**src/rtl/con_term_pkg.sv**
```systemverilog
package con_term_pkg;
    localparam int CHAR_W   = 8;
    localparam int WORD_W   = 16;
    localparam int DONE_BIT = 7;
    localparam int IE_BIT   = 6;
    localparam int ERR_BIT  = 15;
    localparam int OVR_BIT  = 14;
    localparam int FRM_BIT  = 13;
    localparam int UNIT_LSB = 8;
    localparam int UNIT_W   = 4;
    localparam int FLD_W    = UNIT_LSB + UNIT_W;
    localparam int NUM_CMDS = 4;
    localparam logic [UNIT_W-1:0] UNIT_CTL = 4'hF;

    typedef enum logic [1:0] {
        REG_RX_STAT = 2'd0,
        REG_RX_DATA = 2'd1,
        REG_TX_STAT = 2'd2,
        REG_TX_DATA = 2'd3
    } reg_sel_e;

    typedef struct packed {
        logic                done;
        logic                ie;
        logic                irq;
        logic                pend;
        logic                ntu;
        logic [NUM_CMDS-1:0] cmd;
        logic [WORD_W-1:0]   word;
    } tx_state_t;
endpackage

```
**src/rtl/con_unit_decode.sv**
```systemverilog
module con_unit_decode
    import con_term_pkg::*;
(
    input  logic [FLD_W-1:0]    fld,
    output logic                to_term,
    output logic [NUM_CMDS-1:0] cmd_hot
);
    logic [UNIT_W-1:0] unit_sel;
    logic              is_ctl;

    assign unit_sel = fld[FLD_W-1:UNIT_LSB];
    assign to_term  = (unit_sel == '0);
    assign is_ctl   = (unit_sel == UNIT_CTL);

    for (genvar i = 0; i < NUM_CMDS; i++) begin : g_cmd
        assign cmd_hot[i] = is_ctl && (fld[CHAR_W-1:0] == CHAR_W'(i + 1));
    end
endmodule

```
**src/rtl/con_rx_side.sv**
```systemverilog
module con_rx_side
    import con_term_pkg::*;
#(
    parameter int HOLD_W = 16
) (
    input  logic              clk,
    input  logic              rst_n,
    input  logic              stat_wr,
    input  logic              stat_ie,
    input  logic              data_rd,
    input  logic              rx_valid,
    input  logic [CHAR_W-1:0] rx_byte,
    input  logic              rx_break,
    input  logic [HOLD_W-1:0] hold_cycles,
    output logic              rx_ready,
    output logic              done,
    output logic              ie,
    output logic              irq,
    output logic [WORD_W-1:0] word
);
    localparam logic [HOLD_W-1:0] CNT_MAX = '1;

    typedef struct packed {
        logic              done;
        logic              ie;
        logic              irq;
        logic [WORD_W-1:0] word;
        logic [HOLD_W-1:0] cnt;
    } rx_state_t;

    rx_state_t st_q, st_d;
    logic      accept;
    logic      expired;

    assign expired  = (st_q.cnt >= hold_cycles);
    assign rx_ready = !st_q.done || expired;
    assign accept   = rx_ready && (rx_valid || rx_break);

    always_comb begin
        st_d = st_q;
        if (stat_wr) st_d.ie = stat_ie;

        if (data_rd && st_q.done) begin
            st_d.done                = 1'b0;
            st_d.irq                 = 1'b0;
            st_d.word[WORD_W-1:CHAR_W] = '0;
        end

        if (accept) begin
            st_d.word = '0;
            if (rx_break) begin
                st_d.word[ERR_BIT] = 1'b1;
                st_d.word[FRM_BIT] = 1'b1;
            end else begin
                st_d.word[CHAR_W-1:0] = rx_byte;
            end
            if (st_q.done && !data_rd) begin
                st_d.word[ERR_BIT] = 1'b1;
                st_d.word[OVR_BIT] = 1'b1;
            end
            st_d.done = 1'b1;
            st_d.irq  = st_d.ie;
            st_d.cnt  = '0;
        end else if (st_q.cnt != CNT_MAX) begin
            st_d.cnt = st_q.cnt + 1'b1;
        end

        if (stat_wr) begin
            if (!stat_ie)                    st_d.irq = 1'b0;
            else if (st_q.done && !st_q.ie)  st_d.irq = 1'b1;
        end
    end

    always_ff @(posedge clk) begin
        if (!rst_n) st_q <= '0;
        else        st_q <= st_d;
    end

    assign done = st_q.done;
    assign ie   = st_q.ie;
    assign irq  = st_q.irq;
    assign word = st_q.word;
endmodule

```
**src/rtl/con_tx_side.sv**
```systemverilog
module con_tx_side
    import con_term_pkg::*;
(
    input  logic                clk,
    input  logic                rst_n,
    input  logic                stat_wr,
    input  logic                stat_ie,
    input  logic                data_wr,
    input  logic [WORD_W-1:0]   wdata,
    input  logic                tx_ready,
    output logic                tx_valid,
    output logic [CHAR_W-1:0]   tx_byte,
    output logic                done,
    output logic                ie,
    output logic                irq,
    output logic [WORD_W-1:0]   word,
    output logic [NUM_CMDS-1:0] cmd
);
    tx_state_t           st_q, st_d;
    logic                to_term;
    logic [NUM_CMDS-1:0] cmd_hot;

    con_unit_decode u_dec (
        .fld     (wdata[FLD_W-1:0]),
        .to_term (to_term),
        .cmd_hot (cmd_hot)
    );

    always_comb begin
        st_d     = st_q;
        st_d.cmd = '0;
        if (stat_wr) st_d.ie = stat_ie;

        if (data_wr) begin
            st_d.word = wdata;
            st_d.done = 1'b0;
            st_d.irq  = 1'b0;
            st_d.pend = to_term;
            st_d.ntu  = !to_term;
            st_d.cmd  = cmd_hot;
        end else begin
            if (st_q.pend && tx_ready) begin
                st_d.pend = 1'b0;
                st_d.done = 1'b1;
                st_d.irq  = st_d.ie;
            end
            if (st_q.ntu) begin
                st_d.ntu  = 1'b0;
                st_d.done = 1'b1;
                st_d.irq  = st_d.ie;
            end
        end

        if (stat_wr) begin
            if (!stat_ie)                    st_d.irq = 1'b0;
            else if (st_q.done && !st_q.ie)  st_d.irq = 1'b1;
        end
    end

    always_ff @(posedge clk) begin
        if (!rst_n) begin
            st_q      <= '0;
            st_q.done <= 1'b1;
        end else begin
            st_q <= st_d;
        end
    end

    assign tx_valid = st_q.pend;
    assign tx_byte  = st_q.word[CHAR_W-1:0];
    assign done     = st_q.done;
    assign ie       = st_q.ie;
    assign irq      = st_q.irq;
    assign word     = st_q.word;
    assign cmd      = st_q.cmd;
endmodule

```
**src/rtl/con_term_port.sv**
```systemverilog
module con_term_port
    import con_term_pkg::*;
#(
    parameter int HOLD_W = 16
) (
    input  logic              clk,
    input  logic              rst_n,
    input  logic [1:0]        bus_sel,
    input  logic              bus_wr,
    input  logic              bus_rd,
    input  logic [WORD_W-1:0] bus_wdata,
    output logic [WORD_W-1:0] bus_rdata,
    input  logic              rx_valid,
    input  logic [CHAR_W-1:0] rx_byte,
    input  logic              rx_break,
    output logic              rx_ready,
    input  logic [HOLD_W-1:0] hold_cycles,
    output logic              tx_valid,
    output logic [CHAR_W-1:0] tx_byte,
    input  logic              tx_ready,
    output logic              irq_rx,
    output logic              irq_tx,
    output logic              cmd_sw_done,
    output logic              cmd_reboot,
    output logic              cmd_clr_warm,
    output logic              cmd_clr_cold
);
    reg_sel_e            sel;
    logic                rx_done, rx_ie, tx_done, tx_ie;
    logic [WORD_W-1:0]   rx_word, tx_word;
    logic [NUM_CMDS-1:0] cmd;

    assign sel = reg_sel_e'(bus_sel);

    con_rx_side #(.HOLD_W(HOLD_W)) u_rx (
        .clk         (clk),
        .rst_n       (rst_n),
        .stat_wr     (bus_wr && sel == REG_RX_STAT),
        .stat_ie     (bus_wdata[IE_BIT]),
        .data_rd     (bus_rd && sel == REG_RX_DATA),
        .rx_valid    (rx_valid),
        .rx_byte     (rx_byte),
        .rx_break    (rx_break),
        .hold_cycles (hold_cycles),
        .rx_ready    (rx_ready),
        .done        (rx_done),
        .ie          (rx_ie),
        .irq         (irq_rx),
        .word        (rx_word)
    );

    con_tx_side u_tx (
        .clk      (clk),
        .rst_n    (rst_n),
        .stat_wr  (bus_wr && sel == REG_TX_STAT),
        .stat_ie  (bus_wdata[IE_BIT]),
        .data_wr  (bus_wr && sel == REG_TX_DATA),
        .wdata    (bus_wdata),
        .tx_ready (tx_ready),
        .tx_valid (tx_valid),
        .tx_byte  (tx_byte),
        .done     (tx_done),
        .ie       (tx_ie),
        .irq      (irq_tx),
        .word     (tx_word),
        .cmd      (cmd)
    );

    assign cmd_sw_done  = cmd[0];
    assign cmd_reboot   = cmd[1];
    assign cmd_clr_warm = cmd[2];
    assign cmd_clr_cold = cmd[3];

    always_comb begin
        bus_rdata = '0;
        case (sel)
            REG_RX_STAT: begin
                bus_rdata[DONE_BIT] = rx_done;
                bus_rdata[IE_BIT]   = rx_ie;
            end
            REG_RX_DATA: bus_rdata = rx_word;
            REG_TX_STAT: begin
                bus_rdata[DONE_BIT] = tx_done;
                bus_rdata[IE_BIT]   = tx_ie;
            end
            default:     bus_rdata = tx_word;
        endcase
    end
endmodule

```
**config.mk**
```make
export PLATFORM = sky130hd
export DESIGN_NAME = con_term_port
export DESIGN_NICKNAME = d
export VERILOG_FILES = /design/src/rtl/con_term_pkg.sv /design/src/rtl/con_unit_decode.sv /design/src/rtl/con_rx_side.sv /design/src/rtl/con_tx_side.sv /design/src/rtl/con_term_port.sv
export SDC_FILE = /design/constraint.sdc
export NUM_CORES = 1
export LEC_CHECK = 0
export CORE_MARGIN = 5
export CORE_UTILIZATION = 45
export CTS_CLUSTER_DIAMETER = 50
export DETAILED_ROUTE_END_ITERATION = 10
export DONT_BUFFER_PORTS = 1
export SLEW_MARGIN = 20
export SYNTH_ARGS = -nofsm -noshare
export SYNTH_HDL_FRONTEND = slang
export SYNTH_SLANG_ARGS = --single-unit
```
**constraint.sdc**
```tcl
create_clock -name clk -period 4.66 [get_ports clk]
set_input_delay 0.233 -clock clk [delete_from_list [all_inputs] [get_ports clk]]
set_output_delay 0.233 -clock clk [all_outputs]
set_load 0.02 [all_outputs]
```
# Word level (Yosys, flattened, before mapping)
# Cells that the tools add are included.
[classes] addsub=1 order_cmp=1 n_eq_ne=9 muxes=24 n_bitwise=1 n_reduce_logical=29
[op_table] cell="$mux W17" n=1
[op_table] cell="$add A16 B1 Y16 const B" n=1
[op_table] cell="$eq A8 B2 Y1 const B" n=2
[op_table] cell="$ge A16 B16 Y1" n=1
[op_table] cell="$ne A16 B16 Y1 const B" n=1
[op_table] cell="$pmux W8 S2" n=1
[op_table] cell="$mux W1" n=15
[op_table] cell="$logic_and A1 B1 Y1" n=14
[op_table] cell="$pmux W6 S2" n=1
[op_table] cell="$mux W9" n=1
[op_table] cell="$eq A8 B1 Y1 const B" n=1
[op_table] cell="$eq A8 B3 Y1 const B" n=1
[op_table] cell="$mux W8" n=1
[op_table] cell="$pmux W2 S3" n=1
[op_table] cell="$logic_not A1 Y1" n=5
[op_table] cell="$eq A2 B2 Y1 const B" n=2
[op_table] cell="$eq A4 B4 Y1 const B" n=1
[op_table] cell="$logic_not A4 Y1" n=1
[op_table] cell="$mux W2" n=2
[op_table] cell="$reduce_bool A2 Y1" n=2
[op_table] cell="$reduce_or A2 Y1" n=2
[op_table] cell="$mux W3" n=1
[op_table] cell="$reduce_bool A3 Y1" n=1
[op_table] cell="$eq A2 B1 Y1 const B" n=1
[op_table] cell="other kinds (4)" n=5
[totals] register_bits=55 inputBits=49 out_inout_bits=32

# Logic depth before layout (Yosys ltp)
# Gate-level depths: netlist of run 1.
[logic_depth] depth_word=9 ltp_mapped=9 depth_no_buf=7

# By module
# Synthesis of run 1 repeated with hierarchy kept, for this count alone.
[unflattened] cells_unflattened=387 area_unflattened_um2=3447.1
[modules_own_cells] mod="con_rx_side" instances=1 cells_each=227 area_each_um2=1885.6
[modules_own_cells] mod="con_tx_side" instances=1 cells_each=110 area_each_um2=1136.1
[modules_own_cells] mod="con_term_port" instances=1 cells_each=39 area_each_um2=335.3
[modules_own_cells] mod="con_unit_decode" instances=1 cells_each=11 area_each_um2=90.1

# Worst setup path after synthesis of run 1
# No wires, ideal clock.
[synth_path] path_kind="reg-to-reg" startpoint="reg u_rx.st_q[0] (netlist bit)" endpoint="reg u_rx.st_q (netlist bit u_rx.done)" setup_time_ns=0.115 arrival_ns=1.949 setup_slack_ns=2.596 stages_incl_launch_ff=10 period_less_slack_ns=2.064 path_cell_list="dfxtp_1 -> inv_1 -> ha_1 -> nand2b_1 -> a2111oi_2 -> o32ai_2 -> o22a_1 -> buf_6 -> buf_8 -> o21a_1"
[synth_via] elab_chain_len=4
[synth_rtl] element="start: declaration" line_no="con_rx_side.sv:31" source="rx_state_t st_q, st_d;"
[synth_rtl] element="start signal: assignment" line_no="con_rx_side.sv:76" source="else st_q <= st_d;"
[synth_rtl] element="$ge A16 B16 Y1 (*)" line_no="con_rx_side.sv:35" source="assign expired = (st_q.cnt >= hold_cycles);"
[synth_rtl] element="$logic_or A1 B1 Y1 (*)" line_no="con_rx_side.sv:36" source="assign rx_ready = !st_q.done || expired;"
[synth_rtl] element="$logic_and A1 B1 Y1 (*)" line_no="con_rx_side.sv:37" source="assign accept = rx_ready && (rx_valid || rx_break);"
[synth_rtl] element="$mux W1 or $reduce_bool A2 Y1 (tied branches)"
# Mark *: on every way between the ends. The rest lies on a longest branch, timed or not.
# A chain may end at the register's enable or synchronous reset.

# Worst setup path after layout of run 1
[layout_path] startpoint="reg u_rx.st_q[13] (netlist bit)" endpoint="reg u_rx.st_q (netlist bit u_rx.word[14])"
[layout_via] elab_chain_len=4
[layout_rtl] element="$ge A16 B16 Y1 (*)" line_no="con_rx_side.sv:35"
[layout_rtl] element="$logic_or A1 B1 Y1 (*)" line_no="con_rx_side.sv:36"
[layout_rtl] element="$logic_and A1 B1 Y1 (*)" line_no="con_rx_side.sv:37"
[layout_rtl] element="$mux W17 or $reduce_bool A2 Y1 (tied branches)"
# Marks and branches as above.

==> results.yml, run 1 <==
synth:
  ys_seq_area_frac: 0.363
  synth.avg_cell_area_sq_um: 8.42
  synth_area_sq_mm: 0.00303
  synth-seq-cells: 55
  syn-instance-count: 360
  yosysWarnings: 0
  synth_nets: 426
  synth.distinct_cells: 50
timing:
  slew_headroom: 0.481
  fmax_ghz: 0.355
  final-setup-viol-count: 0
  hold-worst-slack_ps: 22.7
  fin_skew_ps: 5.27
  hold_violations: 0
  maxSlewViolCount: 0
  fin_crit_ps: 2820
  worst_slack_ps: 1840
  tightest_slew_ps: 776
  finalCritPeriodShare: 0.605
  setup_tns_ps: 0
  grt_setup_unrepaired: "false"
setup_path:
  crit_family: "compound AO/OA/AOI/OAI gates"
  critPathMaxStageDelay_ps: 620
  worstPathRequired_ps: 4900
  arrival_ps: 3050
  crit_fanout: 17
  worst_setup_path_start_kind: "register"
  crit_type: "reg2reg"
  critPathSlowestCell: "o22a_1"
  critPathCaptureType: "register"
  path_cells: "ha_1 > nand4_1 > a2111o_1 > o32ai_2 > o22a_1 > buf_4 > mux2i_1"
  crit_buf_inv: 1
floorplanning:
  die_h_microns: 92.1
  dieWidth_microns: 92.1
  dieArea_sq_mm: 0.00848
  io-pin-count: 81
  core_sq_mm: 0.00668
  start_util: 0.454
  core.rowCount: 30
power:
  switchingPower_uw: 230
  clkPwrFrac: 0.311
  seqPwrFrac: 0.581
  intPower_uw: 631
  switching_share: 0.267
  p_per_area_mw_per_mm2: 275
  total_power_uw: 861
  comb_power_share: 0.107
  peakVddDrop_mv: 0.144
  power.leakage_nw: 1.21
job:
  drv_cap: 0
grt:
  grt_pass1_wl_microns: 11400
  track_usage: 0.166
  overflow: 0
  grt_pass1_vias: 2279
  antenna_found_initial: 0
  grt_max_degree: 38
placed_design:
  place_hpwl_microns: 5360
  gp_congestion: 0.780
  portBuffers: 0
  placed_area_sq_mm: 0.00299
  place_ws_ps: 1870
  dp_cells: 417
layout:
  fin_nets: 414
  n_fill_cell: 679
  multiInputGateArea_sq_mm: 0.00171
  diodes: 0
  fin_cells: 429
  design_area_sq_mm: 0.00313
  area_delta_synth_final_pct: 3.18
  final_core_util: 0.468
  seqCellArea_sq_mm: 0.00110
  drive_gt1_frac: 0.0487
clock_tree:
  cts_tree: "yes"
  cts_buffer_depth: 2
  clk_pin_slew_worst_paths_ps: 100
  cts-root-buf: "clkbuf_8"
  cts_max_level: 2
  cts_setup_buffers: 0
  cts.sinks: 55
  insertion_delay_ps: 310
  numCtsBuffers: 5
outcome:
  outcome: "finished, final reports clean"
route:
  ant_nets: 0
  initialDrtViolationCount: 112
  routed_via_density: 5.89
  drc_errors: 0
  firstDrtPassIters: 4
  dr_total_vias: 2526
  wirelength_microns: 7300
  detail_route.wl_per_cell_microns: 17.0
hold_path:
  worstHoldPathType: "in2reg"
cell usage in the layout, fill, tap and decap left out, types with 7 or more instances in the layout:
cell type  count
nand2_1       56
dfxtp_1       55
a21oi_1       24
mux2i_1       23
inv_1         19
ha_1          17
o21ai_0       16
nor2b_1       13
nor3_1        13
and3_1        10
nand3_1       10
nor2_1         9
or3_1          7
nand3b_1       7
path summary, 6_finish.rpt:
path            startpoint       endpoint  slack [ps]  cells past startpoint
max          u_rx.st_q[13]  u_rx.word[14]        1840                      7
min           bus_wdata[1]    u_tx.cmd[1]          20                      2
min reg2reg   u_tx.word[8]   u_tx.word[8]         460                      2
max reg2reg  u_rx.st_q[13]  u_rx.word[14]        1840                      7
state kept, by name, summed over array words and instances, names as in the netlist:
register and flops:
u_rx.done 1, u_rx.ie 1, u_rx.irq 1, u_rx.st_q 16
u_rx.word 11, u_tx.cmd 4, u_tx.done 1, u_tx.ie 1
u_tx.irq 1, u_tx.st_q 1, u_tx.tx_valid 1, u_tx.word 16
layout make-up:
class                           count  area share
Multi-Input combinational cell    261       0.547
Clock buffer                        5      0.0220
Sequential cell                    55       0.352
Inverter                           20      0.0240
Clock inverter                      3     0.00800
Timing Repair Buffer                5      0.0152
Tap cell                           80      0.0320
metal layers:
metal / vias to the layer above / track usage / wire, microns
met4: 0 / 0.0421 / 86
met2: 72 / 0.242 / 3230
met3: 8 / 0.0517 / 516
met1: 1200 / 0.236 / 3470
met5: - / 0 / 0
li1: 1246 / - / -
what timing repair did:
item | 4_1_cts | 5_1_grt
hold buffers | 4 | 0
gates resized for setup | 0 | 0
endpoints found under the hold margin | 4 | 0
power by group through the flow:
stage / Clock (mW) / Combinational [mW] / Sequential, mW
final: 0.268 / 0.0925 / 0.501
after global routing: 0.297 / 0.103 / 0.502
after CTS: 0.278 / 0.0933 / 0.501
after detailed placement: 0 / 0.0897 / 0.511
after global placement: 0 / 0.0881 / 0.511
after floorplan: 0 / 0.0923 / 0.503
synthesized netlist by cell type (all sizes together):
master,count,share of area
nand2,56,0.069
dfxtp,55,0.36
a21oi,24,0.040
mux2i,23,0.076
inv,20,0.025
o21ai,18,0.030
ha,17,0.070
buf,14,0.035
nor2b,13,0.027
nor3,13,0.021
and3,10,0.021
clkbuf,10,0.012
nand3,10,0.017
nor2,9,0.011
nand3b,7,0.017
or3,7,0.014
a211oi,6,0.017
nand4,5,0.010
nor4,5,0.010
a21o,3,0.0074
and4,3,0.0087
and2,2,0.0041
mux4,2,0.015
nor3b,2,0.0050
nor4b,2,0.0058
o211ai,2,0.0050
o21a,2,0.0050
o22ai,2,0.0041
or2,2,0.0041
xnor2,2,0.0058
xor2,2,0.0058
a2111o,1,0.0037
a2111oi,1,0.0050
a211o,1,0.0029
a221oi,1,0.0029
nand2b,1,0.0021
o21bai,1,0.0025
o22a,1,0.0029
o311ai,1,0.0029
o31a,1,0.0029
o31ai,1,0.0025
o32ai,1,0.0054
or3b,1,0.0029
cell families after synthesis:
group / Yosys count / share of synthesized area
AO/OA/AOI/OAI: 67 / 0.141
XOR/XNOR: 4 / 0.0116
flip-flops: 55 / 0.363
multiplexers: 25 / 0.0908
buffers and inverters: 44 / 0.0726
AND/OR/NAND/NOR: 148 / 0.251
adder cells (fa/ha/maj): 17 / 0.0702
Power figures use the tool's default switching activity.
==> inputs of run 2 (changes only) <==
- clock period: 4.66 -> 2.52 ns (I/O delays scaled with it)
==> run 2 against run 1 <==
  * Final cell count is 7.7% higher
  * Global-route usage increased by 1.8 points
  * Utilization up 5.1 points
  * Flip-flop and latch count is the same
  * Sequential power up 85%
  * Combinational power is 140% higher
  * Via count grew 5.0%
  * Routed wire length rose by 6.1%
  * Largest power group unchanged
==> results.yml, run 2 (synthesized netlist as in run 1, its figures left out) <==
placed_design:
  gp_congestion: 0.812
  place_hpwl_microns: 5510
  dp_cells: 421
  portBuffers: 0
timing:
  fin_crit_ps: 2350
  fmax_ghz: 0.426
  maxSlewViolCount: 0
  finalCritPeriodShare: 0.932
  setup_tns_ps: 0
  grt_setup_unrepaired: "false"
  slew_headroom: 0.485
  tightest_slew_ps: 771
  final-setup-viol-count: 0
  fin_skew_ps: 6.01
  hold_violations: 0
grt:
  grt_pass1_wl_microns: 12500
  overflow: 0
  grt_pass1_vias: 2514
  grt_max_degree: 23
  antenna_found_initial: 0
  track_usage: 0.183
clock_tree:
  cts_resized: 0
  cts_tree: "yes"
  cts_max_level: 2
  numCtsBuffers: 5
  insertion_delay_ps: 310
  cts.sinks: 55
  cts_buffer_depth: 2
  cts_setup_buffers: 0
  cts-root-buf: "clkbuf_8"
  clk_pin_slew_worst_paths_ps: 100
  cts_hold_buffers: 33
floorplanning:
  start_util: 0.454
  core.rowCount: 30
  dieWidth_microns: 92.1
  io-pin-count: 81
  die_h_microns: 92.1
  core_sq_mm: 0.00668
  dieArea_sq_mm: 0.00848
layout:
  n_fill_cell: 657
  area_delta_synth_final_pct: 14.4
  drive_gt1_frac: 0.0550
  final_cell_mix: "nand2_1, dfxtp_1, dlygate4sd3_1, a21oi_1, mux2i_1"
  diodes: 0
  seqCellArea_sq_mm: 0.00110
  multiInputGateArea_sq_mm: 0.00171
  final_common_cell: "nand2_1"
  fin_cells: 462
  fin_nets: 447
setup_path:
  arrival_ps: 2220
  worstPathRequired_ps: 2390
  worst_setup_path_start_kind: "register"
  critPathMaxStageDelay_ps: 440
  crit_type: "reg2out"
  crit_fanout: 5
  worstRegToRegCells: 7
  crit_family: "compound AO/OA/AOI/OAI gates"
  path_cells: "inv_1 > ha_1 > nand2b_1 > a2111oi_2 > o32ai_2 > or2_2"
  reg2reg_from: "u_rx.st_q[13]"
  r2r_slack_ps: 180
  critPathCaptureType: "output port"
  critPathSlowestCell: "a2111oi_2"
  crit-reg2reg-capture: "u_rx.word[7]"
  crit_buf_inv: 1
power:
  power.leakage_nw: 1.36
  switchingPower_uw: 447
  switching_share: 0.256
  peakVddDrop_mv: 0.336
  clkPwrFrac: 0.345
  seqPwrFrac: 0.530
  p_per_area_mw_per_mm2: 503
  comb_power_share: 0.125
  intPower_mw: 1.30
route:
  drc_errors: 0
  ant_nets: 0
  initialDrtViolationCount: 163
  routed_via_density: 5.74
  dr_total_vias: 2652
  wirelength_microns: 7750
  detail_route.wl_per_cell_microns: 16.8
  firstDrtPassIters: 4
hold_path:
  worstHoldPathType: "in2reg"
  whs_path_depth: 2
  whs_endpoint: "u_rx.word[7]"
  hp-start: "rx_break"
job:
  drv_cap: 0
outcome:
  outcome: "finished, final reports clean"
-- run 2: cell types whose count changed in the layout (fill, tap and decap cells not counted) --
cell / before / now
dlygate4sd3_1: 4 / 33
clkinv_4: 2 / 0
buf_4: 1 / 5
inv_6: 0 / 1
bufinv_16: 0 / 1
-- run 2: routing by layer --
| metal | track usage | vias to the layer above | part of all wire |
|---|---|---|---|
| met5 | 0 | - | 0 |
| met4 | 0.0569 | 0 | 0.013 |
| met3 | 0.0427 | 10 | 0.058 |
| met2 | 0.286 | 74 | 0.46 |
| met1 | 0.251 | 1261 | 0.47 |
| li1 | - | 1307 | - |
-- run 2: stage by stage --
step           area [sq um]  setup WS [ps]  power, mW  hold slack, ps   util
2_1_floorplan          3030            456       1.10             198      -
3_3_place_gp           3020            262       1.11             201  0.453
3_5_place_dp           3020            218       1.12             201  0.453
4_1_cts                3470            149       1.76            5.54  0.519
5_1_grt                3470           14.9       1.82            22.5  0.519
6_report               3470            172       1.75            22.4  0.519
-- run 2: worst max path at each step --
stage | cells past startpoint | endpoint | from | slack (ps)
6_report | 6 | rx_ready | u_rx.st_q[0] | 170
5_1_grt | 7 | u_rx.word[2] | u_rx.st_q[13] | 10
4_1_cts | 6 | rx_ready | u_rx.st_q[0] | 150
3_5_place_dp | 7 | u_rx.word[3] | u_rx.st_q[13] | 220
3_3_place_gp | 7 | u_rx.st_q[2] | u_rx.st_q[7] | 260
2_1_floorplan | 9 | u_rx.done | u_rx.st_q[0] | 460
-- run 2: power by group through the flow --
stage / sequential [mW] / clock [mW] / combinational [mW]
final: 0.925 / 0.603 / 0.218
after global routing: 0.928 / 0.646 / 0.242
after CTS: 0.924 / 0.616 / 0.219
after detailed placement: 0.944 / 0 / 0.172
after global placement: 0.944 / 0 / 0.169
after floorplan: 0.930 / 0 / 0.171
-- run 2: cell type report --
type | instances | share of cell area
tap | 80 | 0.0288
timing repair buffer | 38 | 0.106
sequential | 55 | 0.317
clock inverter | 3 | 0.0133
inverter | 20 | 0.0216
clock buffer | 5 | 0.0198
multi-input combinational | 261 | 0.493
